`src/rtl/codec_reg_pkg.sv`:
```
package codec_reg_pkg;
  localparam int ADDR_W = 7;
  localparam int DATA_W = 16;
  localparam int IDX_W  = ADDR_W - 1;
  localparam int WORDS  = 2 ** IDX_W;

  localparam logic [DATA_W-1:0] RATE_48K = 16'hBB80;
  localparam logic [DATA_W-1:0] RATE_44K = 16'hAC44;

  typedef enum logic [2:0] {
    WK_PLAIN, WK_DROP, WK_SRST, WK_LOW_NIB, WK_MID_NIB, WK_FIXED, WK_RATE
  } wr_kind_e;

  function automatic logic impl_f(logic [ADDR_W-1:0] a);
    case (a)
      7'h00, 7'h02, 7'h04, 7'h06, 7'h0C, 7'h18, 7'h1A, 7'h1C, 7'h20,
      7'h26, 7'h28, 7'h2A, 7'h2C, 7'h2E, 7'h30, 7'h32, 7'h34,
      7'h7C, 7'h7E: return 1'b1;
      default:      return 1'b0;
    endcase
  endfunction

  function automatic logic [DATA_W-1:0] dflt_f(logic [ADDR_W-1:0] a);
    case (a)
      7'h02, 7'h04, 7'h06, 7'h1C:                return 16'h8000;
      7'h0C:                                     return 16'h8008;
      7'h18:                                     return 16'h8808;
      7'h26:                                     return 16'h000E;
      7'h28:                                     return 16'h0001;
      7'h2A:                                     return 16'h01C0;
      7'h2C, 7'h2E, 7'h30, 7'h32, 7'h34:         return RATE_48K;
      7'h7C:                                     return 16'h8384;
      7'h7E:                                     return 16'h7600;
      default:                                   return 16'h0000;
    endcase
  endfunction

  // 1 = implemented bit; unlisted addresses have no bits
  function automatic logic [DATA_W-1:0] mask_f(logic [ADDR_W-1:0] a);
    case (a)
      7'h00, 7'h28, 7'h2C, 7'h2E, 7'h30, 7'h32, 7'h34,
      7'h7C, 7'h7E:                              return 16'hFFFF;
      7'h02, 7'h04, 7'h06:                       return 16'hBF3F;
      7'h0C:                                     return 16'h801F;
      7'h18:                                     return 16'h9F1F;
      7'h1A:                                     return 16'h0707;
      7'h1C:                                     return 16'h8F0F;
      7'h20:                                     return 16'hB380;
      7'h26:                                     return 16'hFF0F;
      7'h2A:                                     return 16'h3BFF;
      default:                                   return 16'h0000;
    endcase
  endfunction

  function automatic wr_kind_e wr_kind_f(logic [ADDR_W-1:0] a);
    case (a)
      7'h00:               return WK_SRST;
      7'h28, 7'h7C, 7'h7E: return WK_DROP;
      7'h26:               return WK_LOW_NIB;
      7'h2A:               return WK_MID_NIB;
      7'h32, 7'h34:        return WK_FIXED;
      7'h2C, 7'h2E, 7'h30: return WK_RATE;
      default:             return impl_f(a) ? WK_PLAIN : WK_DROP;
    endcase
  endfunction

  function automatic logic rate_rd_f(logic [ADDR_W-1:0] a);
    return (a == 7'h2C) || (a == 7'h2E) || (a == 7'h30);
  endfunction
endpackage

```
`src/rtl/codec_wr_shaper.sv`:
```
module codec_wr_shaper
  import codec_reg_pkg::*;
(
  input  logic              we_i,
  input  logic [ADDR_W-1:0] addr_i,
  input  logic [DATA_W-1:0] wdata_i,
  output logic              st_we_o,
  output logic [IDX_W-1:0]  st_idx_o,
  output logic [DATA_W-1:0] st_data_o,
  output logic              srst_o,
  output logic              rate_we_o,
  output logic              rate_44k_o,
  output logic              mute_we_o,
  output logic              mute_d_o,
  output logic              vra_we_o,
  output logic              vra_d_o
);
  wr_kind_e kind;
  logic     even_we;

  assign kind     = wr_kind_f(addr_i);
  assign even_we  = we_i && !addr_i[0];
  assign st_idx_o = addr_i[ADDR_W-1:1];

  always_comb begin
    st_we_o    = 1'b0;
    st_data_o  = wdata_i;
    srst_o     = 1'b0;
    rate_we_o  = 1'b0;
    rate_44k_o = 1'b0;
    if (even_we) begin
      case (kind)
        WK_SRST:    srst_o = 1'b1;
        WK_DROP:    st_we_o = 1'b0;
        WK_LOW_NIB: begin
          st_we_o   = 1'b1;
          st_data_o = {wdata_i[15:4], 4'b1110};
        end
        WK_MID_NIB: begin
          st_we_o   = 1'b1;
          st_data_o = {wdata_i[15:10], 4'b0111, wdata_i[5:0]};
        end
        WK_FIXED: begin
          st_we_o   = 1'b1;
          st_data_o = RATE_48K;
        end
        WK_RATE: begin
          st_we_o    = 1'b1;
          rate_we_o  = 1'b1;
          rate_44k_o = (wdata_i == RATE_44K);
        end
        default:    st_we_o = 1'b1;
      endcase
    end
  end

  assign mute_we_o = st_we_o && (addr_i == 7'h02);
  assign mute_d_o  = st_data_o[15];
  assign vra_we_o  = st_we_o && (addr_i == 7'h2A);
  assign vra_d_o   = st_data_o[0];
endmodule

```
`src/rtl/codec_reg_store.sv`:
```
module codec_reg_store
  import codec_reg_pkg::*;
(
  input  logic              clk_i,
  input  logic              rst_ni,
  input  logic              srst_i,
  input  logic              st_we_i,
  input  logic [IDX_W-1:0]  st_idx_i,
  input  logic [DATA_W-1:0] st_data_i,
  input  logic [IDX_W-1:0]  rd_idx_i,
  output logic [DATA_W-1:0] rd_word_o
);
  logic [DATA_W-1:0] words [WORDS];

  for (genvar g = 0; g < WORDS; g++) begin : g_word
    localparam logic [ADDR_W-1:0] WADDR = ADDR_W'(2 * g);
    if (impl_f(WADDR)) begin : g_ff
      logic [DATA_W-1:0] q;
      always_ff @(posedge clk_i or negedge rst_ni) begin
        if (!rst_ni)                                   q <= dflt_f(WADDR);
        else if (srst_i)                               q <= dflt_f(WADDR);
        else if (st_we_i && st_idx_i == IDX_W'(g))     q <= st_data_i;
      end
      assign words[g] = q;
    end else begin : g_nil
      assign words[g] = '0;
    end
  end

  assign rd_word_o = words[rd_idx_i];
endmodule

```
`src/rtl/codec_ctrl_ff.sv`:
```
module codec_ctrl_ff
  import codec_reg_pkg::*;
(
  input  logic clk_i,
  input  logic rst_ni,
  input  logic srst_i,
  input  logic mute_we_i,
  input  logic mute_d_i,
  input  logic vra_we_i,
  input  logic vra_d_i,
  input  logic rate_we_i,
  input  logic rate_44k_i,
  input  logic cfg_we_i,
  input  logic cfg_full_i,
  output logic mute_o,
  output logic vra_o,
  output logic rate_44k_o,
  output logic fc_o
);
  localparam logic [DATA_W-1:0] MIX_DFLT = dflt_f(7'h02);
  localparam logic [DATA_W-1:0] EXT_DFLT = dflt_f(7'h2A);

  always_ff @(posedge clk_i or negedge rst_ni) begin
    if (!rst_ni) begin
      mute_o     <= MIX_DFLT[15];
      vra_o      <= EXT_DFLT[0];
      rate_44k_o <= 1'b0;
    end else if (srst_i) begin
      mute_o     <= MIX_DFLT[15];
      vra_o      <= EXT_DFLT[0];
      rate_44k_o <= 1'b0;
    end else begin
      if (mute_we_i) mute_o     <= mute_d_i;
      if (vra_we_i)  vra_o      <= vra_d_i;
      if (rate_we_i) rate_44k_o <= rate_44k_i;
    end
  end

  // compliance bit survives software reset
  always_ff @(posedge clk_i or negedge rst_ni) begin
    if (!rst_ni)       fc_o <= 1'b1;
    else if (cfg_we_i) fc_o <= cfg_full_i;
  end
endmodule

```
`src/rtl/codec_rd_path.sv`:
```
module codec_rd_path
  import codec_reg_pkg::*;
(
  input  logic              clk_i,
  input  logic              rst_ni,
  input  logic              re_i,
  input  logic [ADDR_W-1:0] addr_i,
  input  logic [DATA_W-1:0] rd_word_i,
  input  logic              fc_i,
  input  logic              rate_44k_i,
  output logic              rvalid_o,
  output logic [1:0]        slot_vld_o,
  output logic [ADDR_W-1:0] raddr_o,
  output logic [DATA_W-1:0] rdata_o
);
  logic [DATA_W-1:0] rd_next;

  always_comb begin
    if (addr_i[0] || !impl_f(addr_i))  rd_next = '0;
    else if (rate_rd_f(addr_i))        rd_next = rate_44k_i ? RATE_44K : RATE_48K;
    else if (fc_i)                     rd_next = rd_word_i & mask_f(addr_i);
    else                               rd_next = rd_word_i;
  end

  always_ff @(posedge clk_i or negedge rst_ni) begin
    if (!rst_ni) begin
      rvalid_o   <= 1'b0;
      slot_vld_o <= 2'b00;
      raddr_o    <= '0;
      rdata_o    <= '0;
    end else begin
      rvalid_o   <= re_i;
      slot_vld_o <= {2{re_i}};
      if (re_i) begin
        raddr_o <= addr_i;
        rdata_o <= rd_next;
      end
    end
  end
endmodule

```
`src/rtl/codec_reg_bank.sv`:
```
module codec_reg_bank
  import codec_reg_pkg::*;
(
  input  logic              clk_i,
  input  logic              rst_ni,
  input  logic              cfg_we_i,
  input  logic              cfg_full_i,
  input  logic              we_i,
  input  logic              re_i,
  input  logic [ADDR_W-1:0] addr_i,
  input  logic [DATA_W-1:0] wdata_i,
  output logic              rvalid_o,
  output logic [1:0]        rd_slot_vld_o,
  output logic [ADDR_W-1:0] raddr_o,
  output logic [DATA_W-1:0] rdata_o,
  output logic              mute_o,
  output logic              vra_o,
  output logic              rate_44k_o
);
  logic              st_we, srst, rate_we, rate_44k_d;
  logic              mute_we, mute_d, vra_we, vra_d, fc_q;
  logic [IDX_W-1:0]  st_idx;
  logic [DATA_W-1:0] st_data, rd_word;

  codec_wr_shaper u_shape (
    .we_i       (we_i),
    .addr_i     (addr_i),
    .wdata_i    (wdata_i),
    .st_we_o    (st_we),
    .st_idx_o   (st_idx),
    .st_data_o  (st_data),
    .srst_o     (srst),
    .rate_we_o  (rate_we),
    .rate_44k_o (rate_44k_d),
    .mute_we_o  (mute_we),
    .mute_d_o   (mute_d),
    .vra_we_o   (vra_we),
    .vra_d_o    (vra_d)
  );

  codec_reg_store u_store (
    .clk_i     (clk_i),
    .rst_ni    (rst_ni),
    .srst_i    (srst),
    .st_we_i   (st_we),
    .st_idx_i  (st_idx),
    .st_data_i (st_data),
    .rd_idx_i  (addr_i[ADDR_W-1:1]),
    .rd_word_o (rd_word)
  );

  codec_ctrl_ff u_ctrl (
    .clk_i      (clk_i),
    .rst_ni     (rst_ni),
    .srst_i     (srst),
    .mute_we_i  (mute_we),
    .mute_d_i   (mute_d),
    .vra_we_i   (vra_we),
    .vra_d_i    (vra_d),
    .rate_we_i  (rate_we),
    .rate_44k_i (rate_44k_d),
    .cfg_we_i   (cfg_we_i),
    .cfg_full_i (cfg_full_i),
    .mute_o     (mute_o),
    .vra_o      (vra_o),
    .rate_44k_o (rate_44k_o),
    .fc_o       (fc_q)
  );

  codec_rd_path u_rd (
    .clk_i      (clk_i),
    .rst_ni     (rst_ni),
    .re_i       (re_i),
    .addr_i     (addr_i),
    .rd_word_i  (rd_word),
    .fc_i       (fc_q),
    .rate_44k_i (rate_44k_o),
    .rvalid_o   (rvalid_o),
    .slot_vld_o (rd_slot_vld_o),
    .raddr_o    (raddr_o),
    .rdata_o    (rdata_o)
  );
endmodule

```
`config.mk`:
```
export PLATFORM = sky130hd
export DESIGN_NAME = codec_reg_bank
export DESIGN_NICKNAME = d
export VERILOG_FILES = /design/src/rtl/codec_reg_pkg.sv /design/src/rtl/codec_wr_shaper.sv /design/src/rtl/codec_reg_store.sv /design/src/rtl/codec_ctrl_ff.sv /design/src/rtl/codec_rd_path.sv /design/src/rtl/codec_reg_bank.sv
export SDC_FILE = /design/constraint.sdc
export NUM_CORES = 1
export LEC_CHECK = 0
export BUFFER_PORTS_ARGS = -buffer_cell sky130_fd_sc_hd__buf_2
export CORE_ASPECT_RATIO = 1.5
export CORE_MARGIN = 2
export CORE_UTILIZATION = 35
export CTS_CLUSTER_SIZE = 40
export DETAILED_ROUTE_END_ITERATION = 10
export GPL_ROUTABILITY_DRIVEN = 1
export PLACE_DENSITY_LB_ADDON = 0.15
export SYNTH_ARGS = -nofsm -noshare
export SYNTH_HDL_FRONTEND = slang
export SYNTH_SLANG_ARGS = --single-unit
```
`constraint.sdc`:
```
create_clock -name clk_i -period 1.69 [get_ports clk_i]
set_input_delay 0.338 -clock clk_i [delete_from_list [all_inputs] [get_ports clk_i]]
set_output_delay 0.338 -clock clk_i [all_outputs]
set_load 0.01 [all_outputs]
```
==> flow_metrics.py, run 1 <==
metrics = {
    "clock_tree": {
        "cts_tree": "done",
        "cts_sinks": 332,
        "cts_buffers": 36,
        "clk_latency_ns": 0.56,
        "htree_num_levels": 2,
        "clk_pin_slew_ns": 0.06,
        "cts_root_buf": "clkbuf_16",
        "clock_path_buffers": 3,
    },
    "die": {
        "num_rows": 96,
        "die_area_um2": 47600,
        "die_w_um": 179,
        "die_y_um": 266,
        "core_area_um2": 45500,
        "io_pins": 58,
        "start_util_pct": 35.2,
    },
    "synthesis": {
        "async_reset_ff_share_pct": 100,
        "synth-main-ff-cell": "dfrtp_1",
        "ys_seq_elements": 332,
        "yosys.area.top_type": "dfrtp_1",
        "ys_warn_count": 0,
        "synth_seq_area_share_pct": 52.3,
        "synth_edf_count": 0,
        "avgSynthCellArea_um2": 10.3,
        "synth_fp_nets": 1582,
        "synth_commonest_cells": "269 x dfrtp_1, 206 x nand2_1, 126 x a21oi_1",
        "synth_area_leaders": "dfrtp_1 42%, dfstp_2 10%, nand2_1 4.8%, a21oi_1 3.9%, mux2i_1 3.4%",
        "synthCells": 1553,
        "synthDistinctLibCells": 86,
        "synth_top_area_share_pct": 41.9,
        "syn_area_um2": 16000,
        "synth_most_common_cell": "dfrtp_1",
    },
    "critical_path": {
        "rr_worst_depth": 6,
        "rrSetupSlack_ns": -0.20,
        "cp-start-kind": "register",
        "endpoint_kind": "register",
        "timing.rr.start": "u_store.g_word[21].g_ff.q[12]",
        "cp.arrival_ns": 2.31,
        "crit_type": "register to register",
        "critPathRequiredTime_ns": 2.11,
        "cp_max_fo": 2,
        "reg2reg_to": "u_rd.rdata_o[12]",
    },
    "sta": {
        "fin_tns_setup_ns": -22.68,
        "report.final.slew_viol_count": 0,
        "rsz0062_at_grt": "yes",
        "tightest_slew_ns": 0.597,
        "post-route-min-period_ns": 1.89,
        "finalSetupViolations": 270,
        "holdWs_ns": 0.0466,
        "hold_violations": 0,
        "slew_headroom_pct": 60.1,
        "post-route-period-util_pct": 112,
        "skew_ns": 0.0255,
        "fmax_mhz": 530,
        "layout_setup_ws_ns": -0.198,
    },
    "place": {
        "dp_cells": 2346,
        "pre_cts_slack_ns": -0.949,
        "gp_congestion": 0.869,
        "port_buffers": 57,
        "dp_hpwl_um": 43800,
    },
    "route": {
        "drcViolationCount": 0,
        "via_per_inst": 5.60,
        "wl_per_cell_um": 26.5,
        "dr.pass1.iters": 5,
        "drtAntennaViolNets": 0,
        "via_count": 14128,
        "totalWireLength_um": 66800,
        "drt_iter0_drc": 979,
    },
    "hold_path": {
        "hold_start": "cfg_full_i",
        "hp-class": "input pin to register",
        "hold_depth": 2,
        "worstHoldEndpoint": "u_ctrl.fc_o",
    },
    "global_route": {
        "grt_use_total_pct": 28.5,
        "overflow": 0,
        "antenna_found_initial": 0,
        "grt_pass1_vias": 14837,
        "grt_pass1_wl_um": 99300,
        "grt_max_degree": 46,
    },
    "power_and_ir_drop": {
        "p_leak_nw": 10.5,
        "switchingPower_mw": 5.76,
        "swShare_pct": 27.2,
        "power_density_nw_per_um2": 881,
        "vdd_drop_max_v": 0.000579,
        "p_int_mw": 15.5,
        "seq_power_share_pct": 44.5,
        "pwr-share-comb_pct": 17.3,
        "clkPwrFrac_pct": 38.2,
    },
    "cells_and_area": {
        "finish.utilization_pct": 52.9,
        "num_antenna_cells": 0,
        "nets": 1935,
        "area_growth_pct": 50.2,
        "drive_above_1_share_pct": 50.9,
        "multi_input_comb_area_um2": 8600,
        "final_cells": 2521,
        "register_area_um2": 8390,
        "fillers": 3967,
    },
    "status": {
        "violations": "negative setup slack",
        "run_status": "complete, but fails checks",
    },
    "job": {
        "drv_cap": 0,
    },
}
==> cell families after synthesis <==
logic type | share of synthesized area [%]
mux | 7.92
buf+inv | 5.42
simple gates | 16.2
flops | 52.3
xor+xnor | 0.0546
compound gates | 18.1
==> worst max-delay path, stage by stage (launching register included) <==
cell,delay (ns)
dfrtp_1,0.39
mux2_2,0.28
a32oi_1,0.22
o221ai_2,0.13
o211ai_1,0.35
a2bb2oi_2,0.10
a221o_1,0.30
==> what timing repair did <==
item / CTS / global route
hold buffers: 1 / 0
endpoints found under the hold margin: 25 / 0
pin swaps: 72 / 24
setup endpoints to repair: 302 / 317
gates resized for setup: 301 / 102
buffers inserted: 62 / 26
cloned: 37 / 3
==> stage by stage <==
step,total power [mW],area (um^2)
floorplan,11.2,17000
global placement,12.6,19800
detailed placement,12.6,19800
CTS,21.1,23700
global route,22.0,24100
finish,21.2,24100
==> worst max path at each step <==
stage | from | to | slack, ns | depth (start not counted)
floorplan | addr_i[5] | u_store.g_word[21].g_ff.q[0] | -0.41 | 8
global placement | addr_i[3] | u_store.g_word[22].g_ff.q[9] | -0.93 | 10
detailed placement | addr_i[3] | u_store.g_word[22].g_ff.q[9] | -0.95 | 10
CTS | u_store.g_word[21].g_ff.q[12] | u_rd.rdata_o[12] | -0.20 | 6
global route | addr_i[2] | u_rd.rdata_o[4] | -0.24 | 12
finish | u_store.g_word[21].g_ff.q[12] | u_rd.rdata_o[12] | -0.20 | 6
==> placed cells by master (no fill, tap or decap), types with 29 or more instances in the layout <==
cell and instances:
o21ai_0 29, dfrtp_1 269, mux2i_1 54, o211ai_1 35, dfstp_2 63, nand2_1 199
buf_2 50, a211oi_2 57, a21oi_2 71, buf_12 78, and2_4 61, clkbuf_16 38
buf_4 249, a21oi_1 47, nor2_1 89, buf_6 33
==> flip-flops by register name, summed over array words and instances (netlist names) <==
| register | flops |
|---|---|
| u_rd.rvalid_o | 1 |
| u_ctrl.vra_o | 1 |
| u_rd.raddr_o | 7 |
| u_store.g_word.g_ff.q | 304 |
| u_rd.rdata_o | 16 |
| u_ctrl.rate_44k_o | 1 |
| u_ctrl.mute_o | 1 |
| u_ctrl.fc_o | 1 |
==> metal layers <==
metal | global-route usage, % | up-vias | share of wire, %
met4 | 12.5 | 0 | 5.2
met1 | 35.8 | 7235 | 40
met5 | 0 | - | 0
met3 | 3.01 | 150 | 4.0
li1 | - | 6306 | -
met2 | 49.3 | 437 | 51
==> power groups by stage <==
stage | Clock [mW] | Sequential, mW | Combinational, mW
after global placement | 0 | 9.52 | 3.05
after CTS | 8.18 | 9.43 | 3.50
final | 8.10 | 9.45 | 3.67
after detailed placement | 0 | 9.54 | 3.09
after global routing | 8.51 | 9.54 | 3.94
after floorplan | 0 | 9.42 | 1.80
==> final cells by class <==
| cell class | count | share of cell area, % |
|---|---|---|
| inverter | 15 | 0.234 |
| clock inverter | 8 | 0.467 |
| multi-input combinational | 1063 | 35.7 |
| clock buffer | 57 | 4.44 |
| sequential | 332 | 34.8 |
| tap | 588 | 3.05 |
| timing repair buffer | 458 | 21.3 |
Power figures use the tool's default switching activity.
==> run 2, diff against run 1 <==
--- a/config.mk
+++ b/config.mk
@@ -6,6 +6,7 @@
 export NUM_CORES = 1
 export LEC_CHECK = 0
 export BUFFER_PORTS_ARGS = -buffer_cell sky130_fd_sc_hd__buf_2
+export CAP_MARGIN = 0
 export CORE_ASPECT_RATIO = 1.5
 export CORE_MARGIN = 2
 export CORE_UTILIZATION = 35
@@ -13,6 +14,7 @@
 export DETAILED_ROUTE_END_ITERATION = 10
 export GPL_ROUTABILITY_DRIVEN = 1
 export PLACE_DENSITY_LB_ADDON = 0.15
+export SKIP_LAST_GASP = 1
 export SYNTH_ARGS = -nofsm -noshare
 export SYNTH_HDL_FRONTEND = slang
 export SYNTH_SLANG_ARGS = --single-unit
==> flow_metrics.py, run 2 (synthesis gave the netlist of run 1 again) <==
metrics = {
    "status": {
        "run_status": "complete, but fails checks",
        "violations": "negative setup slack",
    },
    "sta": {
        "skew_ns": 0.0244,
        "hold_violations": 0,
        "report.final.slew_viol_count": 0,
        "rsz0062_at_grt": "yes",
        "post-route-min-period_ns": 1.89,
        "holdWs_ns": 0.0471,
        "slew_headroom_pct": 59.7,
        "tightest_slew_ns": 0.602,
        "post-route-period-util_pct": 112,
        "fmax_mhz": 529,
        "fin_tns_setup_ns": -25.72,
        "layout_setup_ws_ns": -0.202,
        "finalSetupViolations": 263,
    },
    "die": {
        "die_w_um": 179,
        "start_util_pct": 35.2,
        "core_area_um2": 45500,
        "io_pins": 58,
        "die_area_um2": 47600,
        "num_rows": 96,
        "die_y_um": 266,
    },
    "critical_path": {
        "worst-path-buf-inv": 0,
        "cp-start-kind": "register",
        "cpPeakStageDelay_ns": 0.50,
        "cp_max_fo": 2,
        "crit_slowest_cell": "mux4_2",
        "rrSetupSlack_ns": -0.20,
        "crit_type": "register to register",
        "cp.arrival_ns": 2.32,
        "cp_cell_sequence": "mux4_2 -> a21oi_1 -> nand4b_1 -> a2bb2oi_2 -> a221o_1",
        "critPathRequiredTime_ns": 2.11,
        "endpoint_kind": "register",
        "cp_top_family": "compound AO/OA/AOI/OAI gates",
    },
    "route": {
        "wl_met2_um": 34300,
        "drt-met1-wl_um": 26700,
        "wl_met3_um": 2960,
        "drcViolationCount": 0,
        "drt_iter0_drc": 985,
        "via_per_inst": 5.66,
        "totalWireLength_um": 67800,
        "via_count": 14359,
        "dr.pass1.iters": 5,
        "drtAntennaViolNets": 0,
        "topRoutingLayerUsed": "met4",
        "wl_per_cell_um": 26.7,
    },
    "power_and_ir_drop": {
        "total_power_mw": 21.3,
        "p_int_mw": 15.5,
        "p_leak_nw": 10.7,
        "switchingPower_mw": 5.81,
        "seq_power_share_pct": 44.3,
        "swShare_pct": 27.2,
        "pwr-share-comb_pct": 17.7,
        "power_density_nw_per_um2": 870,
        "vdd_drop_max_v": 0.000574,
        "clkPwrFrac_pct": 38.0,
    },
    "cells_and_area": {
        "largest_reg_flops": 304,
        "layout_common_cells": "269 x dfrtp_1, 248 x buf_4, 195 x nand2_1",
        "regMostFlops": "u_store.g_word.g_ff.q",
        "finish.utilization_pct": 53.9,
        "final_cells": 2536,
        "top_regs": "u_store.g_word.g_ff.q: 304 flops, u_rd.rdata_o: 16 flops, u_rd.raddr_o: 7 flops",
        "nets": 1950,
        "num_antenna_cells": 0,
        "layout_commonest_cell": "dfrtp_1",
        "drive_above_1_share_pct": 53.3,
        "area_growth_pct": 52.8,
        "stdcell_area_um2": 24500,
        "fillers": 3929,
    },
    "place": {
        "pre_cts_slack_ns": -0.949,
        "placed_cell_area_um2": 19800,
        "port_buffers": 57,
        "dp_cells": 2346,
        "dp_hpwl_um": 43800,
        "gp_congestion": 0.869,
    },
    "global_route": {
        "grt_pass1_vias": 14855,
        "grt_max_degree": 46,
        "grt_pass1_wl_um": 99200,
        "grt_use_total_pct": 28.4,
        "overflow": 0,
        "antenna_found_initial": 0,
    },
    "clock_tree": {
        "clk_pin_slew_ns": 0.06,
        "cts_sinks": 332,
        "cts_root_buf": "clkbuf_16",
        "cts_buffers": 36,
        "htree_num_levels": 2,
        "clock_path_buffers": 3,
        "cts_tree": "done",
        "clk_latency_ns": 0.56,
    },
    "hold_path": {
        "hp-class": "input pin to register",
    },
    "job": {
        "drv_cap": 0,
    },
}
run 2: power groups by stage:
stage	Clock (mW)	Sequential [mW]	Combinational [mW]
floorplan	0	9.42	1.80
global placement	0	9.52	3.05
detailed placement	0	9.54	3.09
CTS	8.18	9.43	3.50
global route	8.51	9.55	4.03
finish	8.11	9.46	3.77
run 2: path summary, 6_finish.rpt:
kind                                               start                       endpoint  cells past startpoint
min in group asynchronous                         rst_ni    u_store.g_word[2].g_ff.q[0]                      2
hold reg to reg            u_store.g_word[63].g_ff.q[10]  u_store.g_word[63].g_ff.q[10]                      1
hold / removal                                cfg_full_i                    u_ctrl.fc_o                      2
setup reg to reg            u_store.g_word[1].g_ff.q[12]               u_rd.rdata_o[12]                      5
setup / recovery            u_store.g_word[1].g_ff.q[12]               u_rd.rdata_o[12]                      5
max in group asynchronous                         rst_ni                    u_ctrl.fc_o                      3
run 2: layer usage:
metal | vias to the layer above | GRT usage [%]
met5 | - | 0
met4 | 0 | 12.7
met3 | 175 | 3.13
met2 | 467 | 49.2
met1 | 7384 | 35.5
li1 | 6333 | -
run 2: timing repair:
action,CTS,global route
endpoints found under the setup margin,302,318
buffers inserted,62,48
cloned,37,7
hold buffers,1,0
resized for setup,252,233
pin swaps,69,50
endpoints found under the hold margin,25,0
run 2: area by class of cell:
class / count / area (um^2) / share of cell area [%]
multi-input combinational: 1064 / 8860 / 36.1
inverter: 15 / 56.3 / 0.230
clock buffer: 57 / 1070 / 4.36
timing repair buffer: 472 / 5300 / 21.6
clock inverter: 8 / 113 / 0.459
tap: 588 / 736 / 3.00
sequential: 332 / 8390 / 34.2
